<file path="src/rtl/xfer_type_guard_pkg.sv">
package xfer_type_guard_pkg;
  localparam int TT_W      = 5;
  localparam int NUM_CLASS = 3;
  localparam int CLS_AO    = 0;
  localparam int CLS_RES   = 1;
  localparam int CLS_CW    = 2;

  typedef enum logic [1:0] {ST_IDLE, ST_ACK, ST_DSTART, ST_TEA} tenureState_t;

  typedef struct packed {
    logic                 logEvent;
    logic [NUM_CLASS-1:0] classVec;
  } guardStrobe_t;

  function automatic logic isControlWord(input logic [TT_W-1:0] code);
    return (code == 5'b10100) || (code == 5'b11100);
  endfunction

  function automatic logic isReserved(input logic [TT_W-1:0] code);
    logic hit;
    hit = (code == 5'b00101) || (code == 5'b10110) || (code == 5'b00011) ||
          (code == 5'b00111) || (code == 5'b01111);
    hit = hit || (code[4] && code[0]);
    return hit;
  endfunction
endpackage

</file>
<file path="src/rtl/xfer_type_guard_ctrl.sv">
module xfer_type_guard_ctrl
  import xfer_type_guard_pkg::*;
(
  input  logic            clk,
  input  logic            rstN,
  input  logic            tenureStart,
  input  logic [TT_W-1:0] ttype,
  input  logic            aoEnable,
  input  logic [TT_W-1:0] aoCode,
  output guardStrobe_t    strobe,
  output logic            addrAck,
  output logic            dataStart,
  output logic            xferErr,
  output logic            busy
);
  tenureState_t         state, stateNext;
  logic                 cwPending;
  logic                 accept;
  logic [NUM_CLASS-1:0] hitVec;

  always_comb begin
    hitVec = '0;
    if (isControlWord(ttype))                hitVec[CLS_CW]  = 1'b1;
    else if (isReserved(ttype))              hitVec[CLS_RES] = 1'b1;
    else if (aoEnable && (ttype == aoCode))  hitVec[CLS_AO]  = 1'b1;
  end

  assign accept          = tenureStart && (state == ST_IDLE);
  assign strobe.logEvent = accept && (|hitVec);
  assign strobe.classVec = hitVec;

  always_comb begin
    stateNext = state;
    unique case (state)
      ST_IDLE:   if (strobe.logEvent) stateNext = ST_ACK;
      ST_ACK:    stateNext = cwPending ? ST_DSTART : ST_IDLE;
      ST_DSTART: stateNext = ST_TEA;
      ST_TEA:    stateNext = ST_IDLE;
      default:   stateNext = ST_IDLE;
    endcase
  end

  always_ff @(posedge clk) begin
    if (!rstN) begin
      state     <= ST_IDLE;
      cwPending <= 1'b0;
    end else begin
      state <= stateNext;
      if (strobe.logEvent) cwPending <= hitVec[CLS_CW];
    end
  end

  assign addrAck   = (state == ST_ACK);
  assign dataStart = (state == ST_DSTART);
  assign xferErr   = (state == ST_TEA);
  assign busy      = (state != ST_IDLE);
endmodule

</file>
<file path="src/rtl/xfer_type_guard_dp.sv">
module xfer_type_guard_dp
  import xfer_type_guard_pkg::*;
#(
  parameter int ADDR_W = 32,
  parameter int ATTR_W = 8
) (
  input  logic                 clk,
  input  logic                 rstN,
  input  guardStrobe_t         strobe,
  input  logic [TT_W-1:0]      ttype,
  input  logic [ADDR_W-1:0]    taddr,
  input  logic [ATTR_W-1:0]    tattr,
  input  logic                 clrWe,
  input  logic [NUM_CLASS-1:0] clrMask,
  input  logic [NUM_CLASS-1:0] maskEn,
  input  logic [NUM_CLASS-1:0] routeRst,
  input  logic [NUM_CLASS-1:0] routeMcp,
  output logic [NUM_CLASS-1:0] status,
  output logic                 capValid,
  output logic [TT_W-1:0]      capType,
  output logic [ADDR_W-1:0]    capAddr,
  output logic [ATTR_W-1:0]    capAttr,
  output logic                 resetReq,
  output logic                 machineCheck,
  output logic                 irq
);
  logic [NUM_CLASS-1:0] statusNext, clrVec, setVec;
  logic                 capLoad, capValidNext;
  logic [NUM_CLASS-1:0] rstHit, mcpHit, irqHit;

  assign clrVec       = clrWe ? clrMask : '0;
  assign setVec       = strobe.logEvent ? strobe.classVec : '0;
  assign statusNext   = (status & ~clrVec) | setVec;
  assign capLoad      = strobe.logEvent && !capValid;
  assign capValidNext = (statusNext == '0) ? 1'b0 : (capValid || capLoad);

  always_ff @(posedge clk) begin
    if (!rstN) begin
      status   <= '0;
      capValid <= 1'b0;
      capType  <= '0;
      capAddr  <= '0;
      capAttr  <= '0;
    end else begin
      status   <= statusNext;
      capValid <= capValidNext;
      if (capLoad) begin
        capType <= ttype;
        capAddr <= taddr;
        capAttr <= tattr;
      end
    end
  end

  for (genvar i = 0; i < NUM_CLASS; i++) begin : g_route
    logic active;
    assign active    = status[i] && maskEn[i];
    assign rstHit[i] = active && routeRst[i];
    assign mcpHit[i] = active && !routeRst[i] && routeMcp[i];
    assign irqHit[i] = active && !routeRst[i] && !routeMcp[i];
  end

  assign resetReq     = |rstHit;
  assign machineCheck = !resetReq && (|mcpHit);
  assign irq          = !resetReq && !(|mcpHit) && (|irqHit);
endmodule

</file>
<file path="src/rtl/xfer_type_guard.sv">
module xfer_type_guard
  import xfer_type_guard_pkg::*;
#(
  parameter int ADDR_W = 32,
  parameter int ATTR_W = 8
) (
  input  logic              clk,
  input  logic              rstN,
  input  logic              tenureStart,
  input  logic [4:0]        ttype,
  input  logic [ADDR_W-1:0] taddr,
  input  logic [ATTR_W-1:0] tattr,
  input  logic              aoEnable,
  input  logic [4:0]        aoCode,
  input  logic [2:0]        maskEn,
  input  logic [2:0]        routeRst,
  input  logic [2:0]        routeMcp,
  input  logic              clrWe,
  input  logic [2:0]        clrMask,
  output logic              addrAck,
  output logic              dataStart,
  output logic              xferErr,
  output logic              busy,
  output logic [2:0]        status,
  output logic              capValid,
  output logic [4:0]        capType,
  output logic [ADDR_W-1:0] capAddr,
  output logic [ATTR_W-1:0] capAttr,
  output logic              resetReq,
  output logic              machineCheck,
  output logic              irq
);
  guardStrobe_t strobe;

  xfer_type_guard_ctrl i_ctrl (
    .clk(clk), .rstN(rstN), .tenureStart(tenureStart), .ttype(ttype),
    .aoEnable(aoEnable), .aoCode(aoCode), .strobe(strobe),
    .addrAck(addrAck), .dataStart(dataStart), .xferErr(xferErr), .busy(busy)
  );

  xfer_type_guard_dp #(.ADDR_W(ADDR_W), .ATTR_W(ATTR_W)) i_dp (
    .clk(clk), .rstN(rstN), .strobe(strobe), .ttype(ttype), .taddr(taddr),
    .tattr(tattr), .clrWe(clrWe), .clrMask(clrMask), .maskEn(maskEn),
    .routeRst(routeRst), .routeMcp(routeMcp), .status(status),
    .capValid(capValid), .capType(capType), .capAddr(capAddr),
    .capAttr(capAttr), .resetReq(resetReq), .machineCheck(machineCheck),
    .irq(irq)
  );
endmodule

</file>
<file path="config.mk">
export PLATFORM = sky130hd
export DESIGN_NAME = xfer_type_guard
export DESIGN_NICKNAME = d
export VERILOG_FILES = /design/src/rtl/xfer_type_guard_pkg.sv /design/src/rtl/xfer_type_guard_ctrl.sv /design/src/rtl/xfer_type_guard_dp.sv /design/src/rtl/xfer_type_guard.sv
export SDC_FILE = /design/constraint.sdc
export NUM_CORES = 1
export LEC_CHECK = 0
export ABC_AREA = 1
export CORE_MARGIN = 2
export CORE_UTILIZATION = 40
export CTS_BUF_LIST = sky130_fd_sc_hd__clkbuf_16
export DETAILED_ROUTE_END_ITERATION = 10
export GPL_ROUTABILITY_DRIVEN = 0
export PLACE_DENSITY = 0.86
export SKIP_CTS_REPAIR_TIMING = 1
export SLEW_MARGIN = 20
export SYNTH_ARGS = -nofsm -noshare
export SYNTH_HDL_FRONTEND = slang
export SYNTH_SLANG_ARGS = --single-unit
export TNS_END_PERCENT = 30
</file>
<file path="constraint.sdc">
create_clock -name clk -period 3.28 [get_ports clk]
set_clock_uncertainty 0.15 [all_clocks]
set_input_delay 0.328 -clock clk [delete_from_list [all_inputs] [get_ports clk]]
set_output_delay 0.328 -clock clk [all_outputs]
set_load 0.01 [all_outputs]
</file>
==> results.tsv, run 1 <==
stage	metric	value	unit
drt	via_count	3168	
layout	syn_to_final_growth	43.9	%
die	core-area	0.00725	mm^2
placement	port-buffer-count	122	
pwr	p_leak	2.22	nW
timing	rsz0062_at_grt	false	
drt	ant_nets	0	
die	ios	123	
timing	hold_viol	0	
drt	vias_per_cell	4.57	
logic_synthesis	syn_area	0.00298	mm^2
pwr	powerDensity	414	mW/mm^2
pwr	worst_ir_drop_vdd	0.000214	V
clock_tree	numClockSinks	52	
grt	grt_pass1_wl	13200	um
timing	holdWs	0.326	ns
timing	setup_viol	0	
drt	drc	0	
drt	wl	7820	um
placement	dp.cells	685	
grt	met3_usage	0.0451	
layout	drive_above_1_share	0.0370	
worst_setup_path	reg2reg_to	i_dp.capAddr[13]	
worst_setup_path	worst_setup_path_end_kind	register	
clock_tree	cts.clk_slew.worst_paths	0.06	ns
die	num_rows	31	
timing	maxSlewViolCount	0	
layout	final_cell_area	0.00430	mm^2
clock_tree	cts_buffer_depth	2	
grt	met2_usage	0.370	
timing	worst_pin_slew	0.853	ns
grt	grt_max_degree	50	
grt	grt_use_total	0.192	
clock_tree	numCtsBuffers	5	
timing	relSlewSlack	0.430	
clock_tree	cts-root-buf	clkbuf_16	
grt	grt_pass1_vias	3154	
hold_path	hp-class	register to register	
worst_setup_path	cp-startpoint	ttype[1]	
die	initial_core_util	0.411	
worst_setup_path	cp_max_fo	45	
worst_setup_path	crit_path_end	i_dp.capAddr[13]	
logic_synthesis	yosys_warnings	0	
timing	fin_ws	0.773	ns
grt	grt_util_met1	0.205	
grt	grt_overflow	0	
layout	nets	660	
worst_setup_path	crit_type	primary input to register	
outcome	outcome	finished, final reports clean	
timing	max_freq	399	MHz
die	chipWidth	90.4	um
logic_synthesis	synthDistinctLibCells	24	
logic_synthesis	synth_nets	552	
die	dieArea	0.00817	mm^2
logic_synthesis	synthCells	485	
run	maxCapViolations	0	
timing	period_minus_slack	2.51	ns
placement	hpwl	5750	um
clock_tree	h-tree-depth	2	
die	die-height	90.4	um
timing	tns	0	ns
worst_setup_path	required	3.34	ns
worst_setup_path	setup.reg_to_reg.worst_slack	1.07	ns
logic_synthesis	syn_avg_cell_area	6.15	um^2
logic_synthesis	yosysSeqAreaShare	0.349	
grt	busiest_layer	met2	
logic_synthesis	ys_seq_elements	52	
worst_setup_path	arrival	2.57	ns
timing	period_share	0.764	
drt	wl_per_cell	11.3	um
clock_tree	cts_tree	done	
worst_setup_path	reg2reg_depth	7	
layout	antenna_cells	0	
drt	drtPass1Iterations	4	
worst_setup_path	startpoint_type	primary input	
grt	grt_antenna_before_repair	0	
layout	fin_cells	693	
clock_tree	clkLatencyLatePin	0.28	ns
drt	drt_first_iter_violations	116	
placement	place_area	0.00413	mm^2
placement	pre_cts_ws	0.507	ns
[kinds of logic after synthesis]
family                 after synthesis  synth area share
flip-flops                          52             0.349
AO/OA/AOI/OAI                       12            0.0226
AND/OR/NAND/NOR                    244             0.364
buffers and inverters              177             0.265
[worst max-delay path, cell delays in order]
cell and delay (ns):
clkdlybuf4s50_1 0.56, inv_2 0.08, nand2_1 0.06, nand2_1 0.05, nor2_1 0.10, nand3_1 0.12, nand2_2 0.37, nand3_4 0.51
nand2_1 0.19, inv_1 0.06, nor2_1 0.12
[Yosys cell counts (all sizes together)]
cell type	number	share of area
nand2	127	0.16
buf	22	0.066
nand4	47	0.099
clkbuf	2	0.0059
and2	1	0.0021
o221ai	1	0.0029
a21oi	5	0.0084
dfxtp	52	0.35
nor3	1	0.0017
o21ai	4	0.0067
inv	153	0.19
a22oi	1	0.0025
nor2	57	0.078
o22ai	1	0.0021
nand3	11	0.023
[where the power goes]
group / switching, mW / total [mW] / internal, mW
Sequential: 0.0308 / 0.718 / 0.687
Combinational: 0.241 / 0.485 / 0.244
Clock: 0.219 / 0.575 / 0.356
[layout make-up]
cell class / instances / area [um^2]
Multi-Input combinational cell: 256 / 1150
Sequential cell: 52 / 1040
Fill cell: 689 / 2960
Clock buffer: 5 / 125
Tap cell: 99 / 124
Inverter: 153 / 574
Clock inverter: 3 / 38.8
Timing Repair Buffer: 125 / 1240
[worst min-delay path by stage]
| stage | start | endpoint | depth (start not counted) | slack (ns) |
|---|---|---|---|---|
| 6_report | i_ctrl.cwPending | i_ctrl.cwPending | 2 | 0.33 |
| 5_1_grt | i_ctrl.cwPending | i_ctrl.cwPending | 2 | 0.35 |
| 4_1_cts | i_ctrl.cwPending | i_ctrl.cwPending | 2 | 0.32 |
| 3_5_place_dp | i_ctrl.cwPending | i_ctrl.cwPending | 2 | 0.31 |
| 3_3_place_gp | i_ctrl.cwPending | register | 2 | 0.30 |
| 2_1_floorplan | i_ctrl.cwPending | register | 2 | 0.29 |
[stage by stage]
step / total power [mW] / utilization
after floorplan: 1.01 / -
after global placement: 1.20 / 0.570
after detailed placement: 1.22 / 0.570
after CTS: 1.80 / 0.592
after global routing: 1.88 / 0.592
final: 1.78 / 0.592
[placed cells by master (no fill, tap or decap)]
cell type and count:
inv_1 151, nand2_1 126, clkdlybuf4s50_1 121, dfxtp_1 52, nor2_1 51, nand4_1 47, nand3_1 10, a21oi_1 5
nor2_2 5, clkbuf_16 5, o21ai_0 4, inv_2 3, buf_4 3, o221ai_1 1, nor3_1 1, o22ai_1 1
nand2_2 1, nor2_4 1, nand3_4 1, and2_1 1, a22oi_1 1, clkinv_2 1, bufinv_16 1, buf_2 1
[sequential cells by signal (all words and copies together) (netlist names), named ones only]
name	cells
i_dp.capAttr	8
i_ctrl.state	1
i_dp.capType	5
i_dp.status	3
i_ctrl.cwPending	1
i_dp.capAddr	32
i_dp.capValid	1
[routing by layer]
metal	routed length, um	up-vias
li1	-	1623
met1	3190	1420
met2	4020	119
met3	541	6
met4	72	0
met5	0	-
No activity file was read; power rests on OpenSTA's default activity.
==> inputs of run 2 (changes only) <==
==> constraint.sdc (replaced) <==
create_clock -name clk -period 2.4 [get_ports clk]
set_clock_uncertainty 0.15 [all_clocks]
set_input_delay 0.24 -clock clk [delete_from_list [all_inputs] [get_ports clk]]
set_output_delay 0.24 -clock clk [all_outputs]
set_load 0.01 [all_outputs]
==> run 2 against run 1 <==
  * Utilization increased by 0.79 points
  * Largest power group unchanged
  * Wire length decreased by 3.3%
  * Critical endpoint is now machineCheck
  * Combinational power increased by 42%
  * Non-clock buffer count increased by 6
  * Clock power increased by 17%
==> results.tsv, run 2 (same netlist as run 1, synthesis figures left out) <==
stage	metric	value	unit	change
die	dieArea	0.00817	mm^2	unchanged
run	maxCapViolations	0		unchanged
layout	final_common_cell	inv_1		
drt	drtPass1Iterations	4		unchanged
placement	dp.cells	691		+0.88%
worst_setup_path	setup.reg_to_reg.worst_slack	0.61	ns	-0.46 ns
worst_setup_path	worst_path_max_delay_cell	clkdlybuf4s50_1		
worst_setup_path	cpLargestDelayFamily	buffers and inverters		
die	ios	123		unchanged
pwr	powerDensity	538	mW/mm^2	+30%
hold_path	hold_path_depth	2		unchanged
timing	holdWs	0.315	ns	-0.0116 ns
drt	wl_per_cell	10.8	um	-4.1%
timing	rsz0062_at_grt	false		
layout	fill_cells	682		-1.0%
outcome	outcome	finished, final reports clean		
pwr	worst_ir_drop_vdd	0.000299	V	+40%
grt	grt_pass1_wl	12600	um	-4.6%
pwr	p_leak	2.25	nW	+1.3%
worst_setup_path	crit_top_cell	clkdlybuf4s50_1		
worst_setup_path	crit_buf_inv	3		unchanged
layout	drive_above_1_share	0.0467		+0.00963
clock_tree	cts.clk_slew.worst_paths	0.07	ns	about the same
placement	port-buffer-count	122		unchanged
hold_path	hp-class	register to register		
layout	syn_to_final_growth	45.9	%	
worst_setup_path	path_cells	clkdlybuf4s50_1 > nand3_1 > o221ai_1 > nand2_1 > inv_1 > clkdlybuf4s50_1		
worst_setup_path	worst_setup_path_end_kind	output pin		
clock_tree	clkLatencyLatePin	0.28	ns	about the same
hold_path	min_from	i_ctrl.cwPending		
timing	period_minus_slack	2.12	ns	
grt	grt_antenna_before_repair	0		unchanged
timing	relSlewSlack	0.609		+0.179
drt	ant_nets	0		unchanged
drt	wl	7570	um	-3.3%
timing	hold_viol	0		unchanged
clock_tree	cts_buffer_depth	2		unchanged
layout	antenna_cells	0		unchanged
timing	maxSlewViolCount	0		unchanged
clock_tree	cts-root-buf	clkbuf_16		
worst_setup_path	crit_type	primary input to output pin		
die	num_rows	31		unchanged
drt	drc	0		unchanged
worst_setup_path	cp_max_fo	2		-96%
die	die-height	90.4	um	unchanged
layout	layout_common_cells	inv_1 (150), nand2_1 (126), clkdlybuf4s50_1 (121)		
grt	grt_max_degree	33		-34%
grt	grt_overflow	0		unchanged
clock_tree	numCtsBuffers	5		unchanged
worst_setup_path	startpoint_type	primary input		
die	initial_core_util	0.411		unchanged
worst_setup_path	slowest_delay	0.52	ns	-0.04 ns
timing	worst_pin_slew	0.586	ns	-0.267 ns
drt	vias_per_cell	4.43		-3.2%
drt	via_count	3094		-2.3%
placement	hpwl	5740	um	-0.26%
layout	reg_top3	i_dp.capAddr x32, i_dp.capAttr x8, i_dp.capType x5		
worst_setup_path	arrival	1.73	ns	-0.84 ns
pwr	power	2.34	mW	+32%
layout	final_cell_area	0.00435	mm^2	+1.3%
timing	max_freq	471	MHz	
layout	fin_cells	699		+0.87%
worst_setup_path	required	2.01	ns	-1.33 ns
clock_tree	h-tree-depth	2		unchanged
timing	setup_viol	0		unchanged
layout	nets	666		+0.91%
die	core-area	0.00725	mm^2	unchanged
clock_tree	numClockSinks	52		unchanged
timing	tns	0	ns	unchanged
die	chipWidth	90.4	um	unchanged
clock_tree	cts_tree	done		
placement	place_area	0.00421	mm^2	+2.0%
worst_setup_path	reg2reg_to	i_dp.capValid		
drt	drt_first_iter_violations	73		-37%
grt	grt_use_total	0.183		-0.00876
layout	largest_reg_flops	32		unchanged
grt	grt_pass1_vias	2905		-7.9%
layout	largest-register	i_dp.capAddr		
timing	period_share	0.885		
worst_setup_path	reg2reg_depth	8		+1
[run 2: cell count changes in the layout (fill, tap and decap cells not counted)]
cell,before,now
clkinv_2,1,2
clkinv_1,0,1
buf_4,3,6
inv_1,151,150
bufinv_16,1,0
buf_12,0,3
[run 2: tightest hold or removal path: stages (launching register included)]
cell and delay [ns]:
dfxtp_1 0.31, nand2_1 0.06, a21oi_1 0.05
[run 2: metrics by stage]
| stage | setup WS, ns | util |
|---|---|---|
| 6_report | 0.276 | 0.600 |
| 5_1_grt | 0.148 | 0.600 |
| 4_1_cts | 0.258 | 0.600 |
| 3_5_place_dp | 0.258 | 0.581 |
| 3_3_place_gp | 0.327 | 0.581 |
| 2_1_floorplan | 0.945 | - |
[run 2: final cells by class]
| class | instances | area, um^2 | area share |
|---|---|---|---|
| repair buffers | 131 | 1320 | 0.304 |
| multi-input cells | 256 | 1150 | 0.265 |
| flip-flops and latches | 52 | 1040 | 0.239 |
| inverters | 153 | 574 | 0.132 |
| clock buffers | 5 | 125 | 0.0287 |
| well taps | 99 | 124 | 0.0285 |
| clock inverters | 3 | 13.8 | 0.00316 |
[run 2: metal layers]
metal  up-vias  part of all wire  track usage
li1       1636                 -            -
met1      1365              0.42        0.204
met2        89              0.52        0.352
met3         4             0.050       0.0409
met4         0            0.0092       0.0397
met5         -                 0            0
[run 2: where the power goes]
part	switching, mW	internal (mW)	leakage [nW]
registers	0.0401	0.939	0.427
clock network	0.295	0.379	0.0710
logic	0.334	0.356	1.75
[run 2: worst max-delay path by stage]
| stage | startpoint | endpoint | slack (ns) | depth (start not counted) |
|---|---|---|---|---|
| floorplan | register | i_dp.status[0] | 0.94 | 7 |
| global placement | maskEn[0] | machineCheck | 0.33 | 6 |
| CTS | maskEn[0] | machineCheck | 0.26 | 6 |
| detailed placement | maskEn[0] | machineCheck | 0.26 | 6 |
| global route | maskEn[2] | irq | 0.15 | 6 |
| finish | maskEn[0] | machineCheck | 0.28 | 6 |
